**config.mk**
```make
export PLATFORM = sky130hd
export DESIGN_NAME = pgw_walker
export DESIGN_NICKNAME = d
export VERILOG_FILES = /design/src/rtl/pgw_pkg.sv /design/src/rtl/pgw_l1_decode.sv /design/src/rtl/pgw_l2_decode.sv /design/src/rtl/pgw_req_port.sv /design/src/rtl/pgw_walker.sv
export SDC_FILE = /design/constraint.sdc
export NUM_CORES = 1
export LEC_CHECK = 0
export ABC_AREA = 1
export BUFFER_PORTS_ARGS = -buffer_cell sky130_fd_sc_hd__buf_2
export CORE_MARGIN = 5
export CORE_UTILIZATION = 45
export DETAILED_ROUTE_END_ITERATION = 10
export PLACE_DENSITY = 0.69
export SLEW_MARGIN = 15
export SYNTH_ARGS = -nofsm -noshare
export SYNTH_HDL_FRONTEND = slang
export SYNTH_SLANG_ARGS = --single-unit
export TNS_END_PERCENT = 100
```
**constraint.sdc**
```tcl
create_clock -name clk -period 1.8 [get_ports clk]
set_input_delay 0.36 -clock clk [delete_from_list [all_inputs] [get_ports clk]]
set_output_delay 0.36 -clock clk [all_outputs]
set_load 0.02 [all_outputs]
```
**src/rtl/pgw_pkg.sv**
```systemverilog
package pgw_pkg;
  // Descriptor word width; word addresses are two bits narrower.
  localparam int DESC_W     = 32;
  // Bit positions of descriptor base fields (byte-address layout).
  localparam int SECT_LSB   = 20;
  localparam int TBL_LSB    = 10;
  localparam int LARGE_LSB  = 16;
  localparam int SMALL_LSB  = 12;
  // Word-address views of the same boundaries.
  localparam int L1_IDX_LSB = SECT_LSB - 2;
  localparam int L2_IDX_LSB = TBL_LSB;
  localparam int BASE_SHIFT = 12;

  typedef enum logic [1:0] {
    DK_FAULT,
    DK_NEXT,
    DK_BIG,
    DK_SMALL
  } dkind_e;

  typedef enum logic [2:0] {
    WS_IDLE,
    WS_L1_REQ,
    WS_L1_WAIT,
    WS_L2_REQ,
    WS_L2_WAIT,
    WS_DONE
  } wstate_e;
endpackage

```
**src/rtl/pgw_l1_decode.sv**
```systemverilog
module pgw_l1_decode
  import pgw_pkg::*;
#(
  parameter int DW = DESC_W,
  localparam int AW = DW - 2,
  localparam int TBW = AW - BASE_SHIFT
) (
  input  logic [TBW-1:0] tbase,
  input  logic [AW-1:0]  va,
  input  logic [DW-1:0]  desc,
  output logic [AW-1:0]  l1_addr,
  output dkind_e         kind,
  output logic [AW-1:0]  sect_pa,
  output logic [AW-1:0]  l2_addr
);
  always_comb begin
    l1_addr = {tbase, va[AW-1:L1_IDX_LSB]};
    sect_pa = {desc[DW-1:SECT_LSB], va[L1_IDX_LSB-1:0]};
    l2_addr = {desc[DW-1:TBL_LSB], va[L1_IDX_LSB-1:L2_IDX_LSB]};
    case (desc[1:0])
      2'b01:   kind = DK_NEXT;
      2'b10:   kind = DK_BIG;
      default: kind = DK_FAULT;
    endcase
  end
endmodule

```
**src/rtl/pgw_l2_decode.sv**
```systemverilog
module pgw_l2_decode
  import pgw_pkg::*;
#(
  parameter int DW = DESC_W,
  localparam int AW = DW - 2
) (
  input  logic [AW-1:0] va,
  input  logic [DW-1:0] desc,
  output dkind_e        kind,
  output logic [AW-1:0] leaf_pa
);
  logic [AW-1:0] large_pa;
  logic [AW-1:0] small_pa;

  always_comb begin
    large_pa = {desc[DW-1:LARGE_LSB], va[LARGE_LSB-3:0]};
    small_pa = {desc[DW-1:SMALL_LSB], va[SMALL_LSB-3:0]};
    case (desc[1:0])
      2'b00:   kind = DK_FAULT;
      2'b01:   kind = DK_BIG;
      default: kind = DK_SMALL;
    endcase
    leaf_pa = (kind == DK_BIG) ? large_pa : small_pa;
  end
endmodule

```
**src/rtl/pgw_req_port.sv**
```systemverilog
module pgw_req_port #(
  parameter int AW = 30
) (
  input  logic          clk,
  input  logic          rst,
  input  logic          issue,
  input  logic [AW-1:0] issue_addr,
  input  logic          rvalid,
  output logic          req,
  output logic [AW-1:0] addr
);
  always_ff @(posedge clk) begin
    if (rst) begin
      req  <= 1'b0;
      addr <= '0;
    end else if (issue) begin
      req  <= 1'b1;
      addr <= issue_addr;
    end else if (req && rvalid) begin
      req  <= 1'b0;
    end
  end
endmodule

```
**src/rtl/pgw_walker.sv**
```systemverilog
module pgw_walker
  import pgw_pkg::*;
#(
  parameter int DW = DESC_W,
  localparam int AW = DW - 2,
  localparam int TBW = AW - BASE_SHIFT
) (
  input  logic           clk,
  input  logic           rst,
  input  logic           xlat_en,
  input  logic [TBW-1:0] tbase,
  input  logic           start,
  input  logic [AW-1:0]  vaddr,
  output logic           mem_req,
  output logic [AW-1:0]  mem_addr,
  input  logic           mem_rvalid,
  input  logic [DW-1:0]  mem_rdata,
  input  logic           mem_err,
  output logic           done,
  output logic           fault,
  output logic [AW-1:0]  paddr
);
  wstate_e        st_q, st_d;
  logic [TBW-1:0] tb_q;
  logic [AW-1:0]  va_q, l2a_q, pa_q;
  logic           flt_q;

  logic           walk_idle, take, rsp, issue;
  logic [AW-1:0]  l1_addr, sect_pa, l2_addr, leaf_pa, issue_addr;
  dkind_e         l1_kind, l2_kind;

  assign walk_idle = (st_q == WS_IDLE);
  assign take      = walk_idle && start;
  assign rsp       = mem_req && mem_rvalid;
  assign issue     = (st_q == WS_L1_REQ) || (st_q == WS_L2_REQ);
  assign issue_addr = (st_q == WS_L1_REQ) ? l1_addr : l2a_q;

  pgw_l1_decode #(.DW(DW)) u_l1 (
    .tbase  (tb_q),
    .va     (va_q),
    .desc   (mem_rdata),
    .l1_addr(l1_addr),
    .kind   (l1_kind),
    .sect_pa(sect_pa),
    .l2_addr(l2_addr)
  );

  pgw_l2_decode #(.DW(DW)) u_l2 (
    .va     (va_q),
    .desc   (mem_rdata),
    .kind   (l2_kind),
    .leaf_pa(leaf_pa)
  );

  pgw_req_port #(.AW(AW)) u_port (
    .clk       (clk),
    .rst       (rst),
    .issue     (issue),
    .issue_addr(issue_addr),
    .rvalid    (mem_rvalid),
    .req       (mem_req),
    .addr      (mem_addr)
  );

  always_comb begin
    st_d = st_q;
    case (st_q)
      WS_IDLE:    if (start) st_d = xlat_en ? WS_L1_REQ : WS_DONE;
      WS_L1_REQ:  st_d = WS_L1_WAIT;
      WS_L1_WAIT: if (rsp) st_d = (!mem_err && l1_kind == DK_NEXT) ? WS_L2_REQ : WS_DONE;
      WS_L2_REQ:  st_d = WS_L2_WAIT;
      WS_L2_WAIT: if (rsp) st_d = WS_DONE;
      WS_DONE:    st_d = WS_IDLE;
      default:    st_d = WS_IDLE;
    endcase
  end

  always_ff @(posedge clk) begin
    if (rst) begin
      st_q  <= WS_IDLE;
      tb_q  <= '0;
      va_q  <= '0;
      l2a_q <= '0;
      pa_q  <= '0;
      flt_q <= 1'b0;
    end else begin
      st_q <= st_d;
      if (take) begin
        tb_q <= tbase;
        va_q <= vaddr;
        if (!xlat_en) begin
          pa_q  <= vaddr;
          flt_q <= 1'b0;
        end
      end
      if (st_q == WS_L1_WAIT && rsp) begin
        if (mem_err) begin
          pa_q  <= '0;
          flt_q <= 1'b1;
        end else begin
          case (l1_kind)
            DK_BIG: begin
              pa_q  <= sect_pa;
              flt_q <= 1'b0;
            end
            DK_NEXT: l2a_q <= l2_addr;
            default: begin
              pa_q  <= '0;
              flt_q <= 1'b1;
            end
          endcase
        end
      end
      if (st_q == WS_L2_WAIT && rsp) begin
        if (mem_err || l2_kind == DK_FAULT) begin
          pa_q  <= '0;
          flt_q <= 1'b1;
        end else begin
          pa_q  <= leaf_pa;
          flt_q <= 1'b0;
        end
      end
    end
  end

  assign done  = (st_q == WS_DONE);
  assign fault = flt_q;
  assign paddr = pa_q;
endmodule

```
---- Word level (Yosys, flattened, before mapping) ----
Index checks and enable logic that the tools add are counted.
Widths: inputs -> output; s select.
operators by class
  muxes and demuxes ....................... 26
  reduce and logical (&&, ||, !) cells .... 14
  bitwise gates (word level) .............. 1
  equal/unequal tests ..................... 13
operators by type and width
  operator            count
  $mux 30             7
  $pmux 30 s2         1
  $mux 3              5
  $pmux 3 s5          1
  $mux 14             1
  $mux 1              8
  $pmux 2 s2          2
  $eq 2x2->1 const B  3
  $eq 3x2->1 const B  2
  $eq 3x3->1 const B  2
  $ne 2x2->1 const B  3
  $reduce_and 3->1    2
  $logic_and 1x1->1   5
  $eq 2x1->1 const B  2
  $logic_not 2->1     2
  $eq 3x1->1 const B  1
  $logic_not 3->1     1
  $logic_or 1x1->1    2
  $pmux 1 s2          1
  $reduce_bool 2->1   1
  $logic_not 1->1     1
  $not 1->1           1
word-level totals
  output and inout port bits .............. 63
  input bits .............................. 86
  register bits ........................... 143
  word-level logic and storage cells ...... 62

---- Logic depth before layout (Yosys ltp) ----
Gate-level depths: netlist (run 1).
  depth in word-level cells ............... 7
  depth in mapped cells ................... 11
  mapped depth without buffers ............ 10

---- Cells and area by module ----
From an unflattened synthesis (run 1), not the netlist that was laid out.
unflattened totals
  cells, all modules ...................... 1088
  area, all modules ....................... 7487.2 um^2
by module, submodules not included
  module         cells an instance  instances  area an instance (um^2)  sequential area each (um^2)
  pgw_walker     817                1          5456.5                   2242.2
  pgw_req_port   135                1          1074.8                   620.6
  pgw_l1_decode  94                 1          690.7                    0.0
  pgw_l2_decode  42                 1          265.3                    0.0

---- Worst setup path before layout (run 1) ----
No wires, ideal clock.
  path type ............................... input-to-reg
  start ................................... input mem_rdata[0]
  end ..................................... register pa_q[18] (netlist: paddr[18])
  cell stages on the path ................. 10
  setup time .............................. 0.070 ns
  buffers on the path ..................... 1
  path slack .............................. 0.248 ns
  data required time ...................... 1.730 ns
  arrival time ............................ 1.481 ns
  cell sequence ........................... inv_1 > ha_1 > nor2_1 > inv_1 > nor2_8 > inv_2 > nand2_2 > buf_6 > nand2_1 > a21oi_1
between the ends
  cells in the longest elaborated chain, start to end .. 7
  elaborated cells on any way between the ends .. 14
  classes of those cells .................. eq/ne: 4; mux: 7; reduce/logical: 3
ends and longest elaborated chain
  item                                             RTL line                                  RTL
  start, declared                                  pgw_walker.sv:17                          input logic [DW-1:0] mem_rdata,
  $eq 2x2->1 / $eq 2x1->1 (equally long branches)  pgw_l1_decode.sv:20, pgw_l2_decode.sv:18
  $pmux 2 s2                                       pgw_l1_decode.sv:20                       case (desc[1:0])
  $eq 2x1->1 / $eq 2x2->1 (equally long branches)  pgw_walker.sv:101                         case (l1_kind)
  $pmux 30 s2                                      pgw_walker.sv:101
  $mux 30                                          pgw_walker.sv:97                          if (mem_err) begin
  $mux 30                                          pgw_walker.sv:96                          if (st_q == WS_L1_WAIT && rsp) begin
  $mux 30 *                                        pgw_walker.sv:114                         if (st_q == WS_L2_WAIT && rsp) begin
  end signal, assigned                             pgw_walker.sv:92                          pa_q <= vaddr;
  end signal, assigned                             pgw_walker.sv:103                         pa_q <= sect_pa;
  end signal, assigned                             pgw_walker.sv:119                         pa_q <= leaf_pa;
  end, declared                                    pgw_walker.sv:25                          logic [AW-1:0] va_q, l2a_q, pa_q;
Mark *: on every way between the ends. The rest lies on a longest branch, timed or not.
A chain may end at the register's enable or synchronous reset.

---- Final worst setup path (run 1) ----
  start ................................... register st_q[1]
  end ..................................... register tb_q[5]
between the ends
  cells in the longest elaborated chain, start to end .. 2
ends and longest elaborated chain
  item                    RTL line          RTL
  start, declared         pgw_walker.sv:23  wstate_e st_q, st_d;
  start signal, assigned  pgw_walker.sv:87  st_q <= st_d;
  $logic_not 3->1         pgw_walker.sv:32  assign walk_idle = (st_q == WS_IDLE);
  $logic_and 1x1->1       pgw_walker.sv:33  assign take = walk_idle && start;
  end signal, assigned    pgw_walker.sv:89  tb_q <= tbase;
  end, declared           pgw_walker.sv:24  logic [TBW-1:0] tb_q;
No other way between the ends.

==> flow_metrics.env, run 1 <==
export IMPL_cts_resized=0
export IMPL_vias=6324
export IMPL_drtIter0Drc=595
export IMPL_synth_cell_types=26
export IMPL_grt_use_total_pct=22.86
export IMPL_dieHeight_um=129.2
export IMPL_synth_seq_area_share_pct=44.77
export IMPL_worstReg2RegStart="st_q[1]"
export IMPL_drc=0
export IMPL_period_minus_slack_ns=1.657
export IMPL_fin_crit_sh_pct=92.07
export IMPL_grt_overflow_total=0
export IMPL_critPathArrivalTime_ns=2.00
export IMPL_relSlewSlack_pct=74.19
export IMPL_start_kind="register"
export IMPL_syn_area_um2=6394
export IMPL_grt_pass1_vias=5921
export IMPL_clk_insertion_delay_late_ns=0.42
export IMPL_placedCellCount=1195
export IMPL_path_clk_slew_ns=0.06
export IMPL_synth_top_area_cell="dfxtp_1"
export IMPL_reg2regPathDepth=6
export IMPL_clk_path_buf_depth=2
export IMPL_diodes=0
export IMPL_critPathKind="reg -> reg"
export IMPL_first_pass_iters=5
export IMPL_syn_inst=912
export IMPL_powerDensity_nw_per_um2=1476
export IMPL_core_um2=13880
export IMPL_synthesis_nets=1002
export IMPL_synthTopCellsByArea="dfxtp_1 45%, nand2_1 18%, a21oi_1 8.6%, o21ai_0 7.0%, nand3_1 4.9%"
export IMPL_synth_seq_cells=143
export IMPL_rr_endpoint="tb_q[5]"
export IMPL_vias_per_cell=5.154
export IMPL_hold_end="tb_q[9]"
export IMPL_drive_above_1_share_pct=21.01
export IMPL_initial_utilization_pct=46.06
export IMPL_critPathMaxStageDelay_ns=0.50
export IMPL_cts_hold_fix_buffers=0
export IMPL_end_kind="register"
export IMPL_fp_row_count=43
export IMPL_antenna_found_initial=0
export IMPL_dp_hpwl_um=13220
export IMPL_min_path_cells=3
export IMPL_required_ns=2.14
export IMPL_p_leak_nw=3.363
export IMPL_yosys_warnings=0
export IMPL_cp_cell_sequence="nor2_4 -> nand3_4 -> buf_4 -> buf_4 -> nand2_1 -> a21oi_1"
export IMPL_worst_slew_pin_slew_ns=0.3872
export IMPL_areaGrowthSynthToFinish_pct=24.25
export IMPL_hold_path_class="in -> reg"
export IMPL_io_pins=149
export IMPL_worst_path_max_delay_cell="dfxtp_1"
export IMPL_synth_top_cell_area_share_pct=44.77
export IMPL_htreeDepth=4
export IMPL_skew_ns=0.005704
export IMPL_cp_common_cell="buf_4"
export IMPL_layout_nets=1124
export IMPL_syn_area_per_cell_um2=7.011
export IMPL_drt_antenna_violating_nets=0
export IMPL_path_max_fanout=28
export IMPL_clockRootBuffer="clkbuf_16"
export IMPL_port_buffers=140
export IMPL_rsz0062_at_grt="no"
export IMPL_cts_tree="built"
export IMPL_cts_sinks=143
export IMPL_hold_viol_final=0
export IMPL_grt_pass1_wl_um=30240
export IMPL_max_cap_viol_count=0
export IMPL_die_w_um=129.2
export IMPL_rrSetupSlack_ns=0.14
export IMPL_gp_congestion=0.8758
export IMPL_post_cts_repair_setup_buffers=0
export IMPL_fin_cells=1227
export IMPL_power_total_mw=11.72
export IMPL_setup_viol=0
export IMPL_wl_um=18830
export IMPL_wl_per_cell_um=15.35
export IMPL_fin_tns_setup_ns=0
export IMPL_cts_buffers_inserted=17
export IMPL_maxSlewViolCount=0
export IMPL_status="finished clean"
export IMPL_max_freq_mhz=603.4
export IMPL_max_vdd_ir_drop_uv=883.1
export IMPL_grt_max_degree=83
export IMPL_min_delay_start="tbase[9]"
export IMPL_die_area_um2=16690
## per-stage QoR
stage | util, % | worst slack [ns] | hold slack, ns | area (um^2)
after floorplan | - | 0.2484 | 0.4297 | 6394
after global placement | 52.76 | 0.1285 | 0.4435 | 7323
after detailed placement | 52.76 | 0.1111 | 0.4529 | 7323
after CTS | 57.19 | 0.001182 | 0.1814 | 7939
after global routing | 57.23 | 0.004058 | 0.1793 | 7944
final | 57.23 | 0.1428 | 0.1958 | 7944
## cell type report
class                   instances  area [um^2]
fillers                      1351         5937
multi-input cells             645         2980
flip-flops and latches        143         2864
repair buffers                170         1045
clock buffers                  20        456.7
well taps                     180        225.2
inverters                      57        214.0
clock inverters                12        158.9
## power by group
part | switching (mW) | leakage (nW) | internal (mW)
clock network | 1.34 | 0.297 | 2.26
registers | 0.414 | 1.17 | 3.84
logic | 2.54 | 1.90 | 1.32
## cells in the mapped netlist (all sizes together)
cell	number
nand3b	1
dfxtp	143
o2111ai	1
nor3	2
nand2	306
inv	57
a21oi	110
a31oi	29
o21ai	98
clkbuf	33
buf	34
nand3	64
ha	4
or2	4
nor2	20
nand4	6
## worst max path at each step
stage,startpoint,to,slack (ns),cells after the start
after floorplan,mem_rdata[0],paddr[18],0.25,10
after global placement,st_q[1],u_port.addr[24],0.13,5
after detailed placement,mem_rdata[0],paddr[28],0.11,12
after CTS,st_q[0],done,0.001,3
after global routing,st_q[1],tb_q[16],0.004,6
final,st_q[1],tb_q[5],0.14,6
## sequential cells by signal, summed over array words and instances (netlist names)
signal and count:
l2a_q 30, u_port.req 1, u_port.addr 30, paddr 30
st_q 3, tb_q 18, fault 1, va_q 30
## worst max-delay path: cells and delay by family (launching register included)
kind	cells	cell delay, ns
DFF	1	0.50
AOI/OAI and AO/OA	1	0.16
and+or+nand+nor	3	0.29
buffers and inverters	2	0.61
## logic make-up (layout without fill, tap and decap cells)
group                      count (synthesis)  in the layout  synth area share (%)
DFF                                      143            143                 44.78
AOI/OAI and AO/OA                        238            238                 19.43
and+or+nand+nor                          403            403                 26.28
adders and majority gates                  4              4                0.7828
buffers and inverters                    124            259                 8.728
## cells in the final DEF, fill, tap and decap left out, drive strengths merged
| master | n |
|---|---|
| a21oi | 110 |
| a31oi | 29 |
| buf | 170 |
| bufinv | 3 |
| clkbuf | 20 |
| clkinv | 5 |
| clkinvlp | 2 |
| dfxtp | 143 |
| ha | 4 |
| inv | 59 |
| nand2 | 306 |
| nand3 | 64 |
| nand3b | 1 |
| nand4 | 6 |
| nor2 | 20 |
| nor3 | 2 |
| o2111ai | 1 |
| o21ai | 98 |
| or2 | 4 |
## per-layer routing
layer	vias to the layer above	share of wire (%)	track usage [%]
met4	0	1.4	6.424
met1	2864	44	30.31
met2	201	46	36.92
met5	-	0	0
met3	22	8.2	6.018
li1	3237	-	-
Power figures use the tool's default switching activity.
==> run 2: changes to the inputs <==
--- a/config.mk
+++ b/config.mk
@@ -7,6 +7,7 @@
 export LEC_CHECK = 0
 export ABC_AREA = 1
 export BUFFER_PORTS_ARGS = -buffer_cell sky130_fd_sc_hd__buf_2
+export CAP_MARGIN = 30
 export CORE_MARGIN = 5
 export CORE_UTILIZATION = 45
 export DETAILED_ROUTE_END_ITERATION = 10
==> constraint.sdc (replaced) <==
create_clock -name clk -period 2 [get_ports clk]
set_input_delay 0.4 -clock clk [delete_from_list [all_inputs] [get_ports clk]]
set_output_delay 0.4 -clock clk [all_outputs]
set_load 0.02 [all_outputs]
==> run 2 against run 1 <==
Net effect: count of clock-buffer cells in the layout did not move; first-iteration DRC count up 10%; global-route usage down 0.38 points; via count grew 0.81%; combinational power down 12%; final area fell by 1.7%; clock skew shrank 0.00091 ns; total power is 11% lower; register-to-register slack about the same; setup slack got worse by 0.040 ns; sequential power down 10%; core utilization is 0.95 points lower; largest cell class unchanged.
==> flow_metrics.env, run 2 (synthesis results as in run 1) <==
export IMPL_die_w_um=129.2
export IMPL_clk_insertion_delay_late_ns=0.43
export IMPL_min_path_cells=3
export IMPL_fin_crit_sh_pct=94.88
export IMPL_drive_above_1_share_pct=20.54
export IMPL_p_leak_nw=3.297
export IMPL_path_max_fanout=33
export IMPL_worst_path_stages=3
export IMPL_max_freq_mhz=527.0
export IMPL_fin_tns_setup_ns=0
export IMPL_final_common_cell="nand2_1"
export IMPL_wl_per_cell_um=15.43
export IMPL_port_buffers=140
export IMPL_die_area_um2=16690
export IMPL_vias=6375
export IMPL_critPathBufInv=2
export IMPL_worst_slew_pin_slew_ns=0.5559
export IMPL_critPathKind="reg -> out"
export IMPL_dp_hpwl_um=13050
export IMPL_htreeDepth=4
export IMPL_dieHeight_um=129.2
export IMPL_maxSlewViolCount=0
export IMPL_drtIter0Drc=655
export IMPL_nFillCells=1386
export IMPL_critPathMaxStageDelay_ns=0.42
export IMPL_diodes=0
export IMPL_hold_viol_final=0
export IMPL_grt_overflow_total=0
export IMPL_cts_sinks=143
export IMPL_worst_path_max_delay_cell="dfxtp_1"
export IMPL_initial_utilization_pct=46.06
export IMPL_drc=0
export IMPL_setup_viol=0
export IMPL_grt_use_total_pct=22.48
export IMPL_start_kind="register"
export IMPL_grt_pass1_vias=5714
export IMPL_core_um2=13880
export IMPL_powerDensity_nw_per_um2=1336
export IMPL_cts_buffers_inserted=17
export IMPL_max_vdd_ir_drop_uv=744.0
export IMPL_required_ns=1.60
export IMPL_cp_cell_sequence="buf_4 -> nor3_2 -> buf_2"
export IMPL_areaGrowthSynthToFinish_pct=22.19
export IMPL_fin_area_um2=7812
export IMPL_clockRootBuffer="clkbuf_16"
export IMPL_layout_nets=1119
export IMPL_skew_ns=0.004793
export IMPL_rsz0062_at_grt="no"
export IMPL_post_cts_repair_setup_buffers=0
export IMPL_fp_row_count=43
export IMPL_period_minus_slack_ns=1.898
export IMPL_status="finished clean"
export IMPL_hold_path_class="in -> reg"
export IMPL_antenna_found_initial=0
export IMPL_vias_per_cell=5.217
export IMPL_reg2regPathDepth=8
export IMPL_relSlewSlack_pct=62.81
export IMPL_gp_congestion=0.8729
export IMPL_wl_um=18850
export IMPL_place_area_um2=7211
export IMPL_grt_max_degree=82
export IMPL_path_clk_slew_ns=0.06
export IMPL_cts_tree="built"
export IMPL_grt_pass1_wl_um=29390
export IMPL_cp_top_family="buffers and inverters"
export IMPL_max_cap_viol_count=0
export IMPL_critPathArrivalTime_ns=1.50
export IMPL_clk_path_buf_depth=2
export IMPL_first_pass_iters=5
export IMPL_io_pins=149
export IMPL_end_kind="output port"
export IMPL_drt_antenna_violating_nets=0
export IMPL_final_cell_mix="303 x nand2_1, 142 x dfxtp_1, 139 x buf_2"
## run 2: changes by cell type in the layout (fill, tap and decap cells not counted)
cell      delta
clkbuf_1     +2
clkbuf_8     -2
o21ai_1      -1
nor3_1       -1
o21ai_0      +1
buf_12       -6
nor3_2       +1
buf_4        +2
buf_6        -1
## run 2: stage by stage
stage                     utilization (%)  setup slack, ns  hold WS (ns)  cells  power [mW]
final                               56.28           0.1025        0.2139   1222       10.44
after global routing                56.28          0.01183        0.2144   1222       11.11
after CTS                           56.24          0.04336        0.2057   1222       10.50
after detailed placement            51.95          0.04514        0.4506   1190       7.287
after global placement              51.95           0.1304        0.4453   1190       7.223
after floorplan                         -           0.4084        0.4297    912       6.265
## run 2: final timing paths
path / from / end / slack, ns
max: st_q[1] / done / 0.10
min: tbase[9] / tb_q[9] / 0.21
max reg2reg: u_port.req / paddr[20] / 0.15
min reg2reg: va_q[6] / paddr[6] / 0.46
## run 2: final cells by class
cell class	count	area, um^2	share of cell area (%)
multi-input combinational	645	2985	38.21
sequential	143	2864	36.66
timing repair buffer	165	928.4	11.88
clock buffer	20	436.7	5.589
tap	180	225.2	2.883
inverter	57	214.0	2.739
clock inverter	12	158.9	2.034
## run 2: layer usage
layer,track usage [%],vias up,wire [um]
li1,-,3226,-
met1,29.77,2894,8198
met2,36.13,244,8610
met3,6.513,11,1837
met4,5.868,0,207
met5,0,-,0
## run 2: what timing repair did
action / in CTS / in global routing
hold buffers: 0 / 0
setup endpoints to repair: 0 / 1
gates resized for setup: 0 / 2
## run 2: tightest hold or removal path, cell delays in order
cell and delay, ns:
buf_2 0.09, nand2_1 0.05, a21oi_1 0.05
## run 2: power breakdown
group	internal, mW	switching (mW)
logic	1.13	2.27
clock network	1.97	1.24
registers	3.46	0.373
